`config.mk`:
```
export PLATFORM = sky130hd
export DESIGN_NAME = warp_preexec_ctrl
export DESIGN_NICKNAME = d
export VERILOG_FILES = /design/src/rtl/wpx_pkg.sv /design/src/rtl/wpx_mode.sv /design/src/rtl/wpx_dep_track.sv /design/src/rtl/wpx_reuse_tab.sv /design/src/rtl/warp_preexec_ctrl.sv
export SDC_FILE = /design/constraint.sdc
export NUM_CORES = 1
export LEC_CHECK = 0
export BUFFER_PORTS_ARGS = -buffer_cell sky130_fd_sc_hd__buf_2
export CAP_MARGIN = 20
export CORE_ASPECT_RATIO = 0.6
export CORE_MARGIN = 2
export CORE_UTILIZATION = 54
export CTS_BUF_LIST = sky130_fd_sc_hd__clkbuf_16
export DETAILED_ROUTE_END_ITERATION = 8
export PLACE_DENSITY_LB_ADDON = 0.1
export SETUP_SLACK_MARGIN = 0.2
export SYNTH_ARGS = -nofsm -noshare
export SYNTH_HDL_FRONTEND = slang
export SYNTH_SLANG_ARGS = --single-unit
export TNS_END_PERCENT = 100
```
`constraint.sdc`:
```
create_clock -name clk -period 7.69 [get_ports clk]
set_clock_uncertainty 0.05 [all_clocks]
set_input_delay 1.1535 -clock clk [delete_from_list [all_inputs] [get_ports clk]]
set_output_delay 1.1535 -clock clk [all_outputs]
set_load 0.1 [all_outputs]
```
`src/rtl/wpx_pkg.sv`:
```
package wpx_pkg;

  // What happens to the instruction at the input this cycle
  typedef enum logic [2:0] {
    DISP_PASS,      // normal mode: forward to issue
    DISP_RENAME,    // run-ahead: issue into a spare register
    DISP_PREFETCH,  // run-ahead: global load becomes a prefetch
    DISP_DROP,      // run-ahead: consumed, nothing issued
    DISP_HOLD       // episode ending: not consumed
  } disp_e;

endpackage

```
`src/rtl/wpx_mode.sv`:
```
module wpx_mode #(
  parameter int PC_W = 16
) (
  input  logic            clk,
  input  logic            rst_n,
  input  logic            stall_valid,
  input  logic [PC_W-1:0] stall_pc,
  input  logic            ld_done,
  output logic            active,
  output logic            enter,
  output logic            leave,
  output logic            redir_valid,
  output logic [PC_W-1:0] redir_pc
);

  logic [PC_W-1:0] resume_q;

  assign enter    = stall_valid && !active;
  assign leave    = ld_done && active;
  assign redir_pc = resume_q;

  always_ff @(posedge clk) begin
    if (!rst_n) begin
      active      <= 1'b0;
      resume_q    <= '0;
      redir_valid <= 1'b0;
    end else begin
      redir_valid <= leave;
      if (enter) begin
        active   <= 1'b1;
        resume_q <= stall_pc + PC_W'(1);
      end else if (leave) begin
        active <= 1'b0;
      end
    end
  end

  AST_REDIR_PULSE: assert property (@(posedge clk) disable iff (!rst_n)
    redir_valid |=> !redir_valid);
  AST_LEAVE_NORMAL: assert property (@(posedge clk) disable iff (!rst_n)
    leave |=> (!active && redir_valid));
  AST_TARGET_HELD: assert property (@(posedge clk) disable iff (!rst_n)
    (active && $past(active)) |-> $stable(resume_q));

endmodule

```
`src/rtl/wpx_dep_track.sv`:
```
module wpx_dep_track #(
  parameter int NUM_ARCH  = 32,
  parameter int NUM_SPARE = 8,
  localparam int AW  = $clog2(NUM_ARCH),
  localparam int SW  = $clog2(NUM_SPARE),
  localparam int PHW = $clog2(NUM_ARCH + NUM_SPARE)
) (
  input  logic           clk,
  input  logic           rst_n,
  input  logic           enter_en,
  input  logic [AW-1:0]  enter_reg,
  input  logic           leave_en,
  input  logic           wr_en,
  input  logic [AW-1:0]  wr_reg,
  input  logic           wr_renamed,
  input  logic [SW-1:0]  wr_slot,
  input  logic [AW-1:0]  rd0_reg,
  input  logic [AW-1:0]  rd1_reg,
  input  logic [AW-1:0]  dst_reg,
  output logic           rd0_poisoned,
  output logic           rd1_poisoned,
  output logic [PHW-1:0] rd0_phys,
  output logic [PHW-1:0] rd1_phys,
  output logic [PHW-1:0] dst_arch_phys
);

  logic [NUM_ARCH-1:0] poison_q;
  logic [NUM_ARCH-1:0] mapped_q;
  logic [SW-1:0]       slot_q [NUM_ARCH];

  always_ff @(posedge clk) begin
    if (!rst_n) begin
      poison_q <= '0;
      mapped_q <= '0;
    end else if (leave_en) begin
      poison_q <= '0;
      mapped_q <= '0;
    end else if (enter_en) begin
      poison_q <= NUM_ARCH'(1) << enter_reg;
      mapped_q <= '0;
    end else if (wr_en) begin
      poison_q[wr_reg] <= !wr_renamed;
      mapped_q[wr_reg] <= wr_renamed;
    end
  end

  // Slot payload is qualified by mapped_q, so it carries no reset
  always_ff @(posedge clk) begin
    if (wr_en && wr_renamed) slot_q[wr_reg] <= wr_slot;
  end

  function automatic logic [PHW-1:0] to_phys(input logic [AW-1:0] r,
                                             input logic m,
                                             input logic [SW-1:0] s);
    return m ? (PHW'(NUM_ARCH) + PHW'(s)) : PHW'(r);
  endfunction

  assign rd0_poisoned  = poison_q[rd0_reg];
  assign rd1_poisoned  = poison_q[rd1_reg];
  assign rd0_phys      = to_phys(rd0_reg, mapped_q[rd0_reg], slot_q[rd0_reg]);
  assign rd1_phys      = to_phys(rd1_reg, mapped_q[rd1_reg], slot_q[rd1_reg]);
  assign dst_arch_phys = PHW'(dst_reg);

  AST_ENTER_LEAVE_EXCL: assert property (@(posedge clk) disable iff (!rst_n)
    !(enter_en && leave_en));
  AST_ENTRY_POISONS: assert property (@(posedge clk) disable iff (!rst_n)
    enter_en |=> poison_q[$past(enter_reg)]);
  AST_LEAVE_CLEARS: assert property (@(posedge clk) disable iff (!rst_n)
    leave_en |=> (poison_q == '0 && mapped_q == '0));

endmodule

```
`src/rtl/wpx_reuse_tab.sv`:
```
module wpx_reuse_tab #(
  parameter int NUM_ARCH  = 32,
  parameter int NUM_SPARE = 8,
  parameter int PC_W      = 16,
  localparam int AW = $clog2(NUM_ARCH),
  localparam int SW = $clog2(NUM_SPARE)
) (
  input  logic            clk,
  input  logic            rst_n,
  input  logic            flush,
  input  logic [PC_W-1:0] lk_pc,
  output logic            lk_hit,
  output logic [SW-1:0]   lk_slot,
  output logic            free_any,
  output logic [SW-1:0]   free_slot,
  input  logic            alloc_en,
  input  logic [PC_W-1:0] alloc_pc,
  input  logic [AW-1:0]   alloc_s0,
  input  logic            alloc_s0_en,
  input  logic [AW-1:0]   alloc_s1,
  input  logic            alloc_s1_en,
  input  logic            rel_en,
  input  logic [SW-1:0]   rel_slot,
  input  logic            inv_en,
  input  logic [AW-1:0]   inv_reg
);

  logic [NUM_SPARE-1:0] live_q;
  logic [PC_W-1:0]      pc_q  [NUM_SPARE];
  logic [AW-1:0]        s0_q  [NUM_SPARE];
  logic [AW-1:0]        s1_q  [NUM_SPARE];
  logic [NUM_SPARE-1:0] s0e_q;
  logic [NUM_SPARE-1:0] s1e_q;
  logic [NUM_SPARE-1:0] reads_inv;

  // Lowest-index search for a PC match and for a free slot
  always_comb begin
    lk_hit    = 1'b0;
    lk_slot   = '0;
    free_any  = 1'b0;
    free_slot = '0;
    for (int i = NUM_SPARE - 1; i >= 0; i--) begin
      if (live_q[i] && pc_q[i] == lk_pc) begin
        lk_hit  = 1'b1;
        lk_slot = SW'(i);
      end
      if (!live_q[i]) begin
        free_any  = 1'b1;
        free_slot = SW'(i);
      end
    end
  end

  for (genvar g = 0; g < NUM_SPARE; g++) begin : g_cmp
    assign reads_inv[g] = (s0e_q[g] && s0_q[g] == inv_reg) ||
                          (s1e_q[g] && s1_q[g] == inv_reg);
  end

  always_ff @(posedge clk) begin
    if (!rst_n) begin
      live_q <= '0;
    end else if (flush) begin
      live_q <= '0;
    end else begin
      for (int i = 0; i < NUM_SPARE; i++) begin
        if (alloc_en && free_slot == SW'(i))
          live_q[i] <= 1'b1;
        else if (rel_en && rel_slot == SW'(i))
          live_q[i] <= 1'b0;
        else if (inv_en && reads_inv[i])
          live_q[i] <= 1'b0;
      end
    end
  end

  always_ff @(posedge clk) begin
    for (int i = 0; i < NUM_SPARE; i++) begin
      if (alloc_en && free_slot == SW'(i)) begin
        pc_q[i]  <= alloc_pc;
        s0_q[i]  <= alloc_s0;
        s1_q[i]  <= alloc_s1;
        s0e_q[i] <= alloc_s0_en;
        s1e_q[i] <= alloc_s1_en;
      end
    end
  end

  AST_ALLOC_ROOM: assert property (@(posedge clk) disable iff (!rst_n)
    alloc_en |-> free_any);
  AST_RELEASE_LIVE: assert property (@(posedge clk) disable iff (!rst_n)
    rel_en |-> live_q[rel_slot]);
  AST_ALLOC_RELEASE_EXCL: assert property (@(posedge clk) disable iff (!rst_n)
    !(alloc_en && rel_en));

endmodule

```
`src/rtl/warp_preexec_ctrl.sv`:
```
module warp_preexec_ctrl #(
  parameter int NUM_ARCH  = 32,
  parameter int NUM_SPARE = 8,
  parameter int PC_W      = 16,
  localparam int AW  = $clog2(NUM_ARCH),
  localparam int SW  = $clog2(NUM_SPARE),
  localparam int PHW = $clog2(NUM_ARCH + NUM_SPARE)
) (
  input  logic            clk,
  input  logic            rst_n,
  input  logic            in_valid,
  output logic            in_ready,
  input  logic [PC_W-1:0] in_pc,
  input  logic [AW-1:0]   in_dst,
  input  logic            in_dst_en,
  input  logic [AW-1:0]   in_src0,
  input  logic            in_src0_en,
  input  logic [AW-1:0]   in_src1,
  input  logic            in_src1_en,
  input  logic            in_is_gload,
  input  logic            stall_valid,
  input  logic [PC_W-1:0] stall_pc,
  input  logic [AW-1:0]   stall_dst,
  input  logic            ld_done,
  output logic            iss_valid,
  input  logic            iss_ready,
  output logic [PC_W-1:0] iss_pc,
  output logic [AW-1:0]   iss_dst,
  output logic            iss_dst_en,
  output logic [PHW-1:0]  iss_dst_phys,
  output logic [PHW-1:0]  iss_src0_phys,
  output logic [PHW-1:0]  iss_src1_phys,
  output logic            iss_reuse,
  output logic            pf_valid,
  input  logic            pf_ready,
  output logic [PC_W-1:0] pf_pc,
  output logic [PHW-1:0]  pf_base_phys,
  output logic            preexec_active,
  output logic            redir_valid,
  output logic [PC_W-1:0] redir_pc
);
  import wpx_pkg::*;

  logic           enter, leave;
  logic           p0_pois, p1_pois, dep;
  logic [PHW-1:0] s0_phys, s1_phys, dst_arch_phys;
  logic           lk_hit, free_any;
  logic [SW-1:0]  lk_slot, free_slot;
  disp_e          disp;
  logic           fire;
  logic           wr_en, alloc_en, rel_en, inv_en;

  wpx_mode #(.PC_W(PC_W)) u_mode (
    .clk         (clk),
    .rst_n       (rst_n),
    .stall_valid (stall_valid),
    .stall_pc    (stall_pc),
    .ld_done     (ld_done),
    .active      (preexec_active),
    .enter       (enter),
    .leave       (leave),
    .redir_valid (redir_valid),
    .redir_pc    (redir_pc)
  );

  wpx_dep_track #(.NUM_ARCH(NUM_ARCH), .NUM_SPARE(NUM_SPARE)) u_dep (
    .clk           (clk),
    .rst_n         (rst_n),
    .enter_en      (enter),
    .enter_reg     (stall_dst),
    .leave_en      (leave),
    .wr_en         (wr_en),
    .wr_reg        (in_dst),
    .wr_renamed    (disp == DISP_RENAME),
    .wr_slot       (free_slot),
    .rd0_reg       (in_src0),
    .rd1_reg       (in_src1),
    .dst_reg       (in_dst),
    .rd0_poisoned  (p0_pois),
    .rd1_poisoned  (p1_pois),
    .rd0_phys      (s0_phys),
    .rd1_phys      (s1_phys),
    .dst_arch_phys (dst_arch_phys)
  );

  wpx_reuse_tab #(.NUM_ARCH(NUM_ARCH), .NUM_SPARE(NUM_SPARE), .PC_W(PC_W)) u_tab (
    .clk         (clk),
    .rst_n       (rst_n),
    .flush       (enter),
    .lk_pc       (in_pc),
    .lk_hit      (lk_hit),
    .lk_slot     (lk_slot),
    .free_any    (free_any),
    .free_slot   (free_slot),
    .alloc_en    (alloc_en),
    .alloc_pc    (in_pc),
    .alloc_s0    (in_src0),
    .alloc_s0_en (in_src0_en),
    .alloc_s1    (in_src1),
    .alloc_s1_en (in_src1_en),
    .rel_en      (rel_en),
    .rel_slot    (lk_slot),
    .inv_en      (inv_en),
    .inv_reg     (in_dst)
  );

  assign dep = (in_src0_en && p0_pois) || (in_src1_en && p1_pois);

  // Disposition of the instruction at the input
  always_comb begin
    if (!preexec_active)                 disp = DISP_PASS;
    else if (ld_done)                    disp = DISP_HOLD;
    else if (dep)                        disp = DISP_DROP;
    else if (in_is_gload)                disp = DISP_PREFETCH;
    else if (!in_dst_en || !free_any)    disp = DISP_DROP;
    else                                 disp = DISP_RENAME;
  end

  always_comb begin
    unique case (disp)
      DISP_PASS, DISP_RENAME: in_ready = iss_ready;
      DISP_PREFETCH:          in_ready = pf_ready;
      DISP_DROP:              in_ready = 1'b1;
      default:                in_ready = 1'b0;
    endcase
  end

  assign fire = in_valid && in_ready;

  assign iss_valid  = in_valid && (disp == DISP_PASS || disp == DISP_RENAME);
  assign pf_valid   = in_valid && (disp == DISP_PREFETCH);
  assign iss_reuse  = (disp == DISP_PASS) && lk_hit;
  assign iss_pc     = in_pc;
  assign iss_dst    = in_dst;
  assign iss_dst_en = in_dst_en;
  assign pf_pc      = in_pc;
  assign pf_base_phys  = s0_phys;
  assign iss_src0_phys = s0_phys;
  assign iss_src1_phys = s1_phys;

  always_comb begin
    if (disp == DISP_RENAME)
      iss_dst_phys = PHW'(NUM_ARCH) + PHW'(free_slot);
    else if (iss_reuse)
      iss_dst_phys = PHW'(NUM_ARCH) + PHW'(lk_slot);
    else
      iss_dst_phys = dst_arch_phys;
  end

  // State updates only on a consumed instruction
  assign wr_en    = fire && preexec_active && in_dst_en;
  assign alloc_en = fire && (disp == DISP_RENAME);
  assign rel_en   = fire && iss_reuse;
  assign inv_en   = fire && preexec_active && in_dst_en && (disp != DISP_RENAME);

  AST_PF_RUNAHEAD_ONLY: assert property (@(posedge clk) disable iff (!rst_n)
    pf_valid |-> preexec_active);
  AST_ONE_DEST: assert property (@(posedge clk) disable iff (!rst_n)
    !(iss_valid && pf_valid));
  AST_RUNAHEAD_SPARE: assert property (@(posedge clk) disable iff (!rst_n)
    (iss_valid && preexec_active) |-> (iss_dst_phys >= PHW'(NUM_ARCH)));
  AST_REUSE_NORMAL: assert property (@(posedge clk) disable iff (!rst_n)
    iss_reuse |-> !preexec_active);
  AST_HOLD_ON_DONE: assert property (@(posedge clk) disable iff (!rst_n)
    (preexec_active && ld_done) |-> !in_ready);

endmodule

```
* Yosys cells after proc, flatten, opt, wreduce, memory -nomap -nowiden
Memories as Yosys holds them, arrays and structs flattened. Index checks and enable logic that the tools add are counted.
Storage, ports and cells: flip-flop bits (word level) 106, word-level logic and storage cells 365, input bits 63, memory bits (writable) 304, memories kept 4
Memory list:
- u_tab.pc_q | depth 8, bits a word 16, rd ports 8, clocked after memory_dff 0, write ports 1, RTL line wpx_reuse_tab.sv:29 | logic [PC_W-1:0] pc_q [NUM_SPARE];
- u_dep.slot_q | depth 32, bits a word 3, rd ports 2, clocked after memory_dff 0, write ports 1, RTL line wpx_dep_track.sv:29 | logic [SW-1:0] slot_q [NUM_ARCH];
- u_tab.s0_q | depth 8, bits a word 5, rd ports 8, clocked after memory_dff 0, write ports 1, RTL line wpx_reuse_tab.sv:30 | logic [AW-1:0] s0_q [NUM_SPARE];
- u_tab.s1_q | depth 8, bits a word 5, rd ports 8, clocked after memory_dff 0, write ports 1, RTL line wpx_reuse_tab.sv:31 | logic [AW-1:0] s1_q [NUM_SPARE];
Operators by class: shift-type cells 1, $add $sub $neg 5, mux-type cells 163, bitwise logic cells 1, $lt $le $gt $ge 4, reduce and logical (&&, ||, !) cells 116, eq/ne operators 42
Operator list (count):
- == test 16 bit | 8
- two-way mux 3 bit | 39
- two-way mux 16 bit | 7
- OR reduction 16 bit | 7
- two-way mux 1 bit | 86
- == test 5 bit | 16
- two-way mux 5 bit | 14
- OR reduction 5 bit | 14
- bitwise mux 32 bit | 2
- two-way mux 32 bit | 2
- logical AND 1 bit | 63
- left shift 1 x 5 -> 32 bit (first input constant) | 1
- adder 6 x 3 -> 6 bit (first input constant) | 4
- == test 3 bit (second input constant) | 8
- two-way mux 6 bit | 4
- nonzero test 3 bit | 8
- binary-select mux 1 bit (select 5 bit) | 4
- == test 3 x 2 -> 1 bit (second input constant) | 6
- less-than comparator 5 x 6 -> 1 bit (second input constant) | 3
- adder 16 x 1 -> 16 bit (second input constant) | 1
- logical OR 1 bit | 11
- == test 3 x 1 -> 1 bit (second input constant) | 3
- zero test 3 bit | 3
- two-way mux 2 bit | 3
- other kinds (9) | 15

* Depth between registers and ports, before layout
Gate-level depths: netlist (run 1).
depth after elaboration 31, gate-level depth with buffers 11, mapped depth without buffers 8

* Modules after synthesis
A second synthesis (run 1) with hierarchy kept.
Unflattened totals: cells, all modules 1518, area total of the unflattened synthesis 19977.9 um^2
Modules (own cells, without submodules):
- wpx_reuse_tab | area an instance 9816.9 um^2, cells an instance 635, times used 1, seq. area each 6886.6 um^2
- wpx_dep_track | area an instance 8694.6 um^2, cells an instance 699, times used 1, seq. area each 4164.0 um^2
- wpx_mode | area an instance 894.6 um^2, cells an instance 100, times used 1, seq. area each 360.3 um^2
- warp_preexec_ctrl | area an instance 571.8 um^2, cells an instance 84, times used 1, seq. area each 0.0 um^2

* Least setup slack after synthesis (run 1)
Ideal clock, no wire load.
path kind input -> output, start input port in_src0[0], end output port pf_base_phys[2], stages on the path 8, path slack 1.249 ns, arrival 5.238 ns, buffers on the path 4, cells stage by stage buf_4 buf_2 buf_2 mux4_2 mux4_2 mux2i_1 o21ai_0 buf_4
On the way: cells in the longest elaborated chain, start to end 3, elaborated cells between the ends (all ways) 5, classes of those cells add/sub: 1; mux: 3; memory: 1
Ends and longest elaborated chain:
- from (decl) | RTL line warp_preexec_ctrl.sv:16 | input logic [AW-1:0] in_src0,
- memory read (32 x 3 bit) or binary-select mux 1 bit (select 5 bit) (tied branches)
- adder 6 x 3 -> 6 bit or two-way mux 1 bit (tied branches) | RTL line wpx_dep_track.sv:55, wpx_dep_track.sv:60
- two-way mux 6 bit (*) | RTL line wpx_dep_track.sv:55 | return m ? (PHW'(NUM_ARCH) + PHW'(s)) : PHW'(r);
- to (decl) | RTL line warp_preexec_ctrl.sv:37 | output logic [PHW-1:0] pf_base_phys,
Mark *: on every way between the ends. The rest lies on a longest branch, timed or not. The select of a mux whose other input is x is not followed.

* Worst setup path in the final report (run 1)
start input port in_src0[0], end output port iss_dst_phys[5]
On the way: cells in the longest elaborated chain, start to end 11, elaborated cells between the ends (all ways) 12, classes of those cells eq/ne: 1; mux: 7; reduce/logical: 4
Ends and longest elaborated chain:
- binary-select mux 1 bit (select 5 bit) (*) | RTL line wpx_dep_track.sv:58 | assign rd0_poisoned = poison_q[rd0_reg];
- two-way mux 1 bit (not written as such) (*) | RTL line wpx_dep_track.sv:58
- logical AND 1 bit (*) | RTL line warp_preexec_ctrl.sv:107 | assign dep = (in_src0_en && p0_pois) || (in_src1_en && p1_pois);
- logical OR 1 bit (*) | RTL line warp_preexec_ctrl.sv:107
- two-way mux 2 bit (*) | RTL line warp_preexec_ctrl.sv:113 | else if (dep) disp = DISP_DROP;
- two-way mux 3 bit (*) | RTL line warp_preexec_ctrl.sv:112 | else if (ld_done) disp = DISP_HOLD;
- two-way mux 3 bit (*) | RTL line warp_preexec_ctrl.sv:111 | if (!preexec_active) disp = DISP_PASS;
- zero test 3 bit | RTL line warp_preexec_ctrl.sv:132 | assign iss_reuse = (disp == DISP_PASS) && lk_hit;
- logical AND 1 bit | RTL line warp_preexec_ctrl.sv:132
- two-way mux 6 bit | RTL line warp_preexec_ctrl.sv:144 | else if (iss_reuse)
- two-way mux 6 bit (*) | RTL line warp_preexec_ctrl.sv:142 | if (disp == DISP_RENAME)
- to (decl) | RTL line warp_preexec_ctrl.sv:30 | output logic [PHW-1:0] iss_dst_phys,
Marks and branches as above.

==> results of run 1 <==
[state kept, by name, indices dropped and copies added (netlist names)]
signal	cells
u_tab.pc_q	128
u_dep.slot_q	96
u_tab.s0_q	40
u_tab.s1_q	40
u_dep.mapped_q	32
u_dep.poison_q	32
u_mode.redir_pc	16
u_tab.live_q	8
u_tab.s0e_q	8
u_tab.s1e_q	8
u_mode.active	1
u_mode.redir_valid	1
[metal layers]
| metal | wire [microns] | up-vias |
|---|---|---|
| met5 | 0 | - |
| met4 | 731 | 0 |
| met3 | 6890 | 58 |
| met2 | 21700 | 714 |
| met1 | 26000 | 6672 |
| li1 | - | 5732 |
[through the flow]
| step | cells | cell area (sq um) |
|---|---|---|
| floorplan | 1486 | 20100 |
| global placement | 2025 | 21000 |
| detailed placement | 2025 | 21000 |
| CTS | 2099 | 22200 |
| global route | 2102 | 22300 |
| finish | 2103 | 22300 |
[layout by cell type (no fill, tap or decap), types with 22 or more instances in the layout]
cell,count
a211oi_1,35
clkbuf_16,41
nor2_1,62
nand2_1,142
xor2_1,131
a21oi_1,22
buf_4,27
dfxtp_1,90
nand3_1,37
nor4_1,39
buf_2,146
mux4_2,94
mux2i_1,35
xnor2_1,91
edfxtp_1,320
[worst min-delay path, cell delays in order, from the launching register on]
cell and delay [ps]:
dfxtp_1 320, nand2_1 60, mux2i_1 50
[where the power goes]
| group | total (mW) | switching (mW) | internal (mW) |
|---|---|---|---|
| Clock | 1.97 | 0.857 | 1.11 |
| Sequential | 2.42 | 0.0197 | 2.40 |
| Combinational | 0.566 | 0.422 | 0.143 |
| Total | 4.95 | 1.30 | 3.65 |
[cell families after synthesis]
family,count (synthesis),share of synthesized area [%]
AOI/OAI and AO/OA,175,6.71
xor gates and xnor gates,222,9.65
adders and majority gates,1,0.0621
buffers and inverters,148,4.15
DFF,410,56.6
muxes,137,12.9
and+or+nand+nor,393,9.93
[cell type report]
| cell class | instances | area, sq um | area share [%] |
|---|---|---|---|
| Multi-Input combinational cell | 928 | 7950 | 35.6 |
| Antenna cell | 1 | 2.50 | 0.0112 |
| Clock inverter | 33 | 264 | 1.18 |
| Inverter | 10 | 37.5 | 0.168 |
| Tap cell | 504 | 631 | 2.83 |
| Sequential cell | 410 | 11400 | 51.1 |
| Clock buffer | 41 | 1030 | 4.60 |
| Timing Repair Buffer | 176 | 1000 | 4.50 |
[worst paths after layout]
path	cells after the start	to	startpoint	slack (ps)
worst max-delay path	8	iss_dst_phys[5]	in_src0[0]	1680
worst min-delay path	2	u_dep.mapped_q[4]	u_dep.mapped_q[4]	430
worst max register to register	6	u_tab.pc_q[0][1]	u_mode.active	3130
worst min register to register	2	u_dep.mapped_q[4]	u_dep.mapped_q[4]	430
==> out/metrics.cfg, run 1 <==
[yosys]
async_flop_share_pct=0
syn_area_sq_mm=0.0201
yosysMostFrequentCell=edfxtp_1
netlist.area_leader.share_pct=47.7
synthFlopType=edfxtp_1
synth_common_cells=edfxtp_1, nand2_1, xor2_1, mux4_2, xnor2_1
ys_ff_latch=410
synth_warnings=0
ys_types=78
syn_area_per_cell_sq_um=13.6
synth_edf_count=320
synth_area_leaders=edfxtp_1, mux4_2, dfxtp_1, xor2_1, xnor2_1
synth_nets=1550
syn_inst=1486
synth_seq_area_share_pct=56.6
yosysTopAreaCell=edfxtp_1

[power_and_ir_drop]
powerDensity_mw_per_mm2=222
vdd_drop_max_mv=0.163
p_total_mw=4.95
p_leak_nw=7.58

[critical_path]
cp-end-kind=output port
crit_fanout=29
cpMostUsedCell=buf_2
critPathBufInv=3
slowest_delay_ps=800
crit_slowest_cell=o221a_1
cp.arrival_ps=4810
cp-start-kind=input pin
required_ps=6490
path_class=in2out
path_delay_family=buffers and inverters
worstPathCellList=buf_2 > mux4_2 > mux2_2 > o221ai_1 > o221a_1 > nor2_1 > inv_1 > buf_2

[cts]
cts-resized-gates=0
cts_tree=done
numCtsBuffers=40
cts_root_buf=clkbuf_16
clk_pin_slew_worst_paths_ps=60
clk_latency_ps=560
ctsLongestPathBuffers=3
numClockSinks=410
ctsHoldBuffers=0
ctsHtreeMaxLevel=2
cts_setup_buffers=0

[global_routing]
grt_first_pass_wirelength_microns=81500
grt_busiest_layer=met1
overflow=0
grtUsageMet3_pct=8.36
grt_antenna_before_repair=0
grt_pass1_vias=12400
grtUsageTotal_pct=28.6
grt_max_degree=76
use_met2_pct=36.3
met1_usage_pct=47.6

[sta]
fin_hold_ws_ps=432
worst_pin_slew_ps=1090
finalSetupTns_ps=0
relSlewSlack_pct=26.7
hold_viol=0
max_freq_ghz=0.166
rsz0062_at_grt=false
min_period_over_period_pct=78.1
finalSetupViolations=0
fin_crit_ps=6010
setup_ws_ps=1680
finalMaxSlewViolations=0

[die]
dieArea_sq_mm=0.0389
row_count=54
io_pins=147
core_area_sq_mm=0.0366
fp.dieW_microns=253
dieHeight_microns=154
initial_core_util_pct=55.1

[placed_design]
gp_congestion=0.923
dp_slack_ps=1640
io_buffers=146
post-dp-hpwl_microns=37500

[finish]
fin_util_pct=61.1
synthToLayoutAreaGrowth_pct=10.8
nets=1630
drive_gt1_share_pct=23.8
final.fill_count=2891

[drt]
via_per_inst=6.27
first_pass_iters=5
ant_nets=0
wire_per_inst_microns=26.3
drt_iter0_drc=1545
wirelength_microns=55200
drc_errors=0
vias=13200

[outcome]
status=completed

[run]
cap_viol_max_count=0

[worst_hold_path]
hold_path_class=reg2reg

Note: power is estimated with default switching activity, not from simulation.
==> run 2, diff against run 1 <==
==> constraint.sdc (replaced) <==
create_clock -name clk -period 6.1 [get_ports clk]
set_clock_uncertainty 0.05 [all_clocks]
set_input_delay 0.915 -clock clk [delete_from_list [all_inputs] [get_ports clk]]
set_output_delay 0.915 -clock clk [all_outputs]
set_load 0.1 [all_outputs]
==> out/metrics.cfg, run 2 (same netlist as run 1, synthesis figures left out) <==
[sta]
hold_viol=0  ; unchanged
setup_ws_ps=1030  ; -646 ps
rsz0062_at_grt=false
finalSetupTns_ps=0  ; unchanged
finalSetupViolations=0  ; unchanged
worst_pin_slew_ps=879  ; -206 ps
finalMaxSlewViolations=0  ; unchanged
min_period_over_period_pct=83.0
fin_crit_ps=5070
relSlewSlack_pct=39.7  ; +13 points
max_freq_ghz=0.197

[cts]
cts_root_buf=clkbuf_16
ctsLongestPathBuffers=3  ; unchanged
clk_pin_slew_worst_paths_ps=60  ; about the same
ctsHtreeMaxLevel=2  ; unchanged
numCtsBuffers=40  ; unchanged
cts-resized-gates=0  ; unchanged
numClockSinks=410  ; unchanged
clk_latency_ps=540  ; -20 ps
cts_tree=done
ctsHoldBuffers=0  ; unchanged
cts_setup_buffers=0  ; unchanged

[critical_path]
cp-start-kind=input pin
startpoint=in_pc[9]
ff2ff_path_depth=9  ; +3
path_class=in2out
cp.arrival_ps=4100  ; -710 ps
crit_path_end=iss_dst_phys[0]
cp-end-kind=output port
r2r-start=u_dep.poison_q[27]
required_ps=5130  ; -1360 ps
crit_fanout=18  ; -38%
r2r-end=u_tab.pc_q[3][4]
r2r_setup_slack_ps=2380  ; -750 ps

[finish]
nets=1643  ; +0.80%
reg_top3=u_tab.pc_q: 128 flops, u_dep.slot_q: 96 flops
fin_cells=2115  ; +0.57%
synthToLayoutAreaGrowth_pct=11.0
drive_gt1_share_pct=24.2  ; +0.33 points
final_common_cell=edfxtp_1
regMostFlops=u_tab.pc_q
final.fill_count=2877  ; -0.48%
layout_common_cells=edfxtp_1, buf_2, nand2_1
largest_reg_flops=128  ; unchanged

[placed_design]
post-dp-hpwl_microns=37000  ; -1.3%
dp_slack_ps=1110  ; -529 ps
gp_congestion=0.973  ; +5.4%
numPlacedInstances=2037  ; +0.59%
io_buffers=146  ; unchanged

[power_and_ir_drop]
p_comb_share_pct=11.7  ; +0.3 points
p_total_mw=6.11  ; +24%
p_switching_mw=1.61  ; +24%
p_leak_nw=7.64  ; +0.81%
powerDensity_mw_per_mm2=273  ; +23%
vdd_drop_max_mv=0.184  ; +13%
p_seq_share_pct=49.8  ; +1.0 points
power.share.switching_pct=26.3  ; about the same
p_int_mw=4.51  ; +24%
clkPwrFrac_pct=38.5  ; -1.2 points

[die]
initial_core_util_pct=55.1  ; unchanged
core_area_sq_mm=0.0366  ; unchanged
fp.dieW_microns=253  ; unchanged
dieArea_sq_mm=0.0389  ; unchanged
dieHeight_microns=154  ; unchanged
io_pins=147  ; unchanged
row_count=54  ; unchanged

[global_routing]
grt_pass1_vias=12300  ; -0.65%
grtUsageTotal_pct=28.0  ; -0.58 points
grt_max_degree=68  ; -11%
grt_antenna_before_repair=5  ; +5
overflow=0  ; unchanged
grt_first_pass_wirelength_microns=80300  ; -1.6%

[outcome]
status=completed

[drt]
drc_errors=0  ; unchanged
via_per_inst=6.22  ; -0.68%
first_pass_iters=8  ; +3
wirelength_microns=54200  ; -1.8%
ant_nets=0  ; unchanged
wire_per_inst_microns=25.6  ; -2.3%
drt_iter0_drc=1618  ; +4.7%
vias=13200  ; -0.11%

[run]
cap_viol_max_count=0  ; unchanged

[worst_hold_path]
hold_path_class=reg2reg

-- run 2: how the worst min path moves through the flow --
stage	from	end	slack (ps)	depth (start not counted)
after floorplan	u_dep.mapped_q[26]	u_dep.mapped_q[26]	400	2
after global placement	u_mode.redir_pc[1]	u_mode.redir_pc[1]	410	2
after detailed placement	u_mode.redir_pc[1]	u_mode.redir_pc[1]	410	2
after CTS	u_mode.redir_pc[1]	u_mode.redir_pc[1]	420	2
after global routing	u_dep.mapped_q[21]	u_dep.mapped_q[21]	450	2
final	u_mode.redir_pc[1]	u_mode.redir_pc[1]	430	2
-- run 2: cell type report --
type | instances | area, sq um | share of cell area [%]
repair buffers | 189 | 1110 | 4.98
clock buffers | 41 | 1030 | 4.59
multi-input cells | 928 | 7950 | 35.5
diodes | 2 | 5.00 | 0.0224
flip-flops and latches | 410 | 11400 | 51.0
inverters | 10 | 37.5 | 0.168
well taps | 504 | 631 | 2.82
clock inverters | 31 | 191 | 0.856
-- run 2: per-stage QoR --
step / hold WS [ps] / util [%] / area, sq um
floorplan: 395 / - / 20100
global placement: 407 / 57.6 / 21100
detailed placement: 413 / 57.6 / 21100
global route: 450 / 61.2 / 22400
finish: 425 / 61.2 / 22400
CTS: 424 / 60.9 / 22300
-- run 2: worst max-delay path, cell delays in order --
cell and delay, ps:
buf_2 430, xor2_1 140, nor4_1 780, nand4bb_1 230, o311ai_0 390, buf_4 180, a21o_1 170, a21oi_1 150
o211ai_1 240, a31oi_1 150, buf_2 320
-- run 2: power by group through the flow --
stage          combinational [mW]  clock (mW)  sequential, mW
5_1_grt                     0.751        2.49            3.05
6_report                    0.714        2.36            3.05
3_3_place_gp                0.700           0            3.10
3_5_place_dp                0.706           0            3.10
2_1_floorplan               0.482           0            3.17
4_1_cts                     0.708        2.38            3.04
-- run 2: metal layers --
metal / global-route usage (%) / vias to the layer above / wire length (microns)
met5: 1.12 / - / 58
li1: - / 5745 / -
met4: 5.41 / 4 / 812
met3: 8.06 / 60 / 6110
met1: 45.5 / 6642 / 25300
met2: 36.8 / 710 / 22000
==> run 3, diff against run 2 <==
==> constraint.sdc (replaced) <==
create_clock -name clk -period 4.5 [get_ports clk]
set_clock_uncertainty 0.05 [all_clocks]
set_input_delay 0.675 -clock clk [delete_from_list [all_inputs] [get_ports clk]]
set_output_delay 0.675 -clock clk [all_outputs]
set_load 0.1 [all_outputs]
==> out/metrics.cfg, run 3 (same netlist as run 1, synthesis figures left out) <==
[critical_path]
critPathBufInv=3  ; unchanged
required_ps=3770  ; -1360 ps
cp-start-kind=flip-flop
cpMostUsedCell=nor4_1
startpoint=u_tab.pc_q[0][4]
crit_fanout=3  ; -15
r2r-start=u_mode.active
crit_slowest_cell=xor2_1
path_delay_family=simple AND/OR/NAND/NOR gates
path_class=reg2out
slowest_delay_ps=450  ; -330 ps
worstPathCellList=xor2_1 > nor4_1 > nand2_1 > nor4_1 > buf_4 > nor4_1 > a31oi_1 > buf_4 > nor2_1 > and2_1 > buf_2
cp.arrival_ps=3450  ; -650 ps
cp-end-kind=output port

[sta]
fin_crit_ps=4180
relSlewSlack_pct=31.2  ; -8.5 points
fin_hold_ws_ps=339  ; -86.4 ps
worst_pin_slew_ps=1030  ; +152 ps
hold_viol=0  ; unchanged
finalMaxSlewViolations=0  ; unchanged
rsz0062_at_grt=false
max_freq_ghz=0.239
finalSetupViolations=0  ; unchanged
finalSetupTns_ps=0  ; unchanged
min_period_over_period_pct=92.9

[drt]
ant_nets=0  ; unchanged
wire_per_inst_microns=26.8  ; +4.4%
wirelength_microns=57600  ; +6.2%
via_per_inst=6.22  ; about the same
vias=13400  ; +1.7%
drc_errors=0  ; unchanged
first_pass_iters=6  ; -2
drt_iter0_drc=1505  ; -7.0%

[die]
io_pins=147  ; unchanged
row_count=54  ; unchanged
dieArea_sq_mm=0.0389  ; unchanged
fp.dieW_microns=253  ; unchanged
core_area_sq_mm=0.0366  ; unchanged
initial_core_util_pct=55.1  ; unchanged
dieHeight_microns=154  ; unchanged

[cts]
clk_pin_slew_worst_paths_ps=70  ; about the same
ctsHtreeMaxLevel=2  ; unchanged
ctsLongestPathBuffers=3  ; unchanged
ctsHoldBuffers=0  ; unchanged
cts_tree=done
cts-resized-gates=0  ; unchanged
cts_root_buf=clkbuf_16
numClockSinks=410  ; unchanged
numCtsBuffers=40  ; unchanged
cts_setup_buffers=0  ; unchanged
clk_latency_ps=550  ; about the same

[finish]
final_common_cell=edfxtp_1
reg_top3=u_tab.pc_q: 128 flops, u_dep.slot_q: 96 flops
layout_common_cells=edfxtp_1, nand2_1, xor2_1
largest_reg_flops=128  ; unchanged
fin_util_pct=63.0  ; +1.8 points
regMostFlops=u_tab.pc_q
synthToLayoutAreaGrowth_pct=14.3
nets=1679  ; +2.2%
final.fill_count=2804  ; -2.5%
fin_cells=2151  ; +1.7%
drive_gt1_share_pct=26.6  ; +2.4 points

[placed_design]
gp_congestion=0.975  ; +0.22%
post-dp-hpwl_microns=40400  ; +9.0%
io_buffers=146  ; unchanged
numPlacedInstances=2076  ; +1.9%

[global_routing]
grtUsageTotal_pct=29.9  ; +1.9 points
grt_pass1_vias=12600  ; +3.0%
grt_first_pass_wirelength_microns=84900  ; +5.8%
grt_max_degree=56  ; -18%
grt_antenna_before_repair=1  ; -4
overflow=0  ; unchanged

[worst_hold_path]
hold_path_class=in2reg
min_from=stall_valid

[power_and_ir_drop]
vdd_drop_max_mv=0.282  ; +53%
p_leak_nw=7.95  ; +4.0%
powerDensity_mw_per_mm2=365  ; +34%

[outcome]
status=completed

[run]
cap_viol_max_count=0  ; unchanged

==> run 3: cell count changes in the layout (fill, tap and decap cells not counted), sizes merged <==
cell / delta
buf: +35
clkinvlp: -2
inv: +2
clkbuf: +1
clkinv: +1
diode: -1
==> run 3: final timing paths <==
| check | endpoint | slack (ps) | cells past startpoint |
|---|---|---|---|
| min reg2reg | u_mode.redir_pc[1] | 420 | 2 |
| min | u_mode.active | 340 | 3 |
| max reg2reg | u_tab.pc_q[0][6] | 900 | 7 |
| max | iss_dst_phys[4] | 320 | 11 |
==> run 3: metrics by stage <==
stage / worst slack (ps) / total power, mW / cell area [sq um]
after floorplan: 57.0 / 4.95 / 20200
after global placement: 254 / 5.23 / 21700
after detailed placement: 278 / 5.23 / 21700
after CTS: 274 / 8.43 / 23000
after global routing: 214 / 8.64 / 23000
final: 321 / 8.41 / 23000
==> run 3: power breakdown <==
| group | leakage (nW) | switching (mW) | internal [mW] |
|---|---|---|---|
| Clock | 0.641 | 1.47 | 1.78 |
| Combinational | 3.74 | 0.749 | 0.291 |
| Sequential | 3.56 | 0.0326 | 4.10 |
| Total | 7.95 | 2.25 | 6.16 |
==> run 3: area by class of cell <==
class	instances	area (sq um)	area share, %
Clock inverter	32	205	0.891
Antenna cell	1	2.50	0.0109
Inverter	10	37.5	0.163
Sequential cell	410	11400	49.6
Multi-Input combinational cell	928	8010	34.8
Clock buffer	41	1030	4.46
Tap cell	504	631	2.74
Timing Repair Buffer	225	1700	7.37
==> run 3: worst reg2reg max path: cells and delay by family, from the launching register on <==
kind                   cells  cell delay (ps)
AND/OR/NAND/NOR            3             1150
buffers and inverters      3              850
flip-flops                 1              790
AO/OA/AOI/OAI              1              420
==> run 3: per-layer routing <==
| metal | global-route usage (%) | part of all wire, % |
|---|---|---|
| met3 | 11.4 | 13 |
| met4 | 4.99 | 1.1 |
| met2 | 36.7 | 38 |
| met5 | 0 | 0 |
| met1 | 49.5 | 48 |
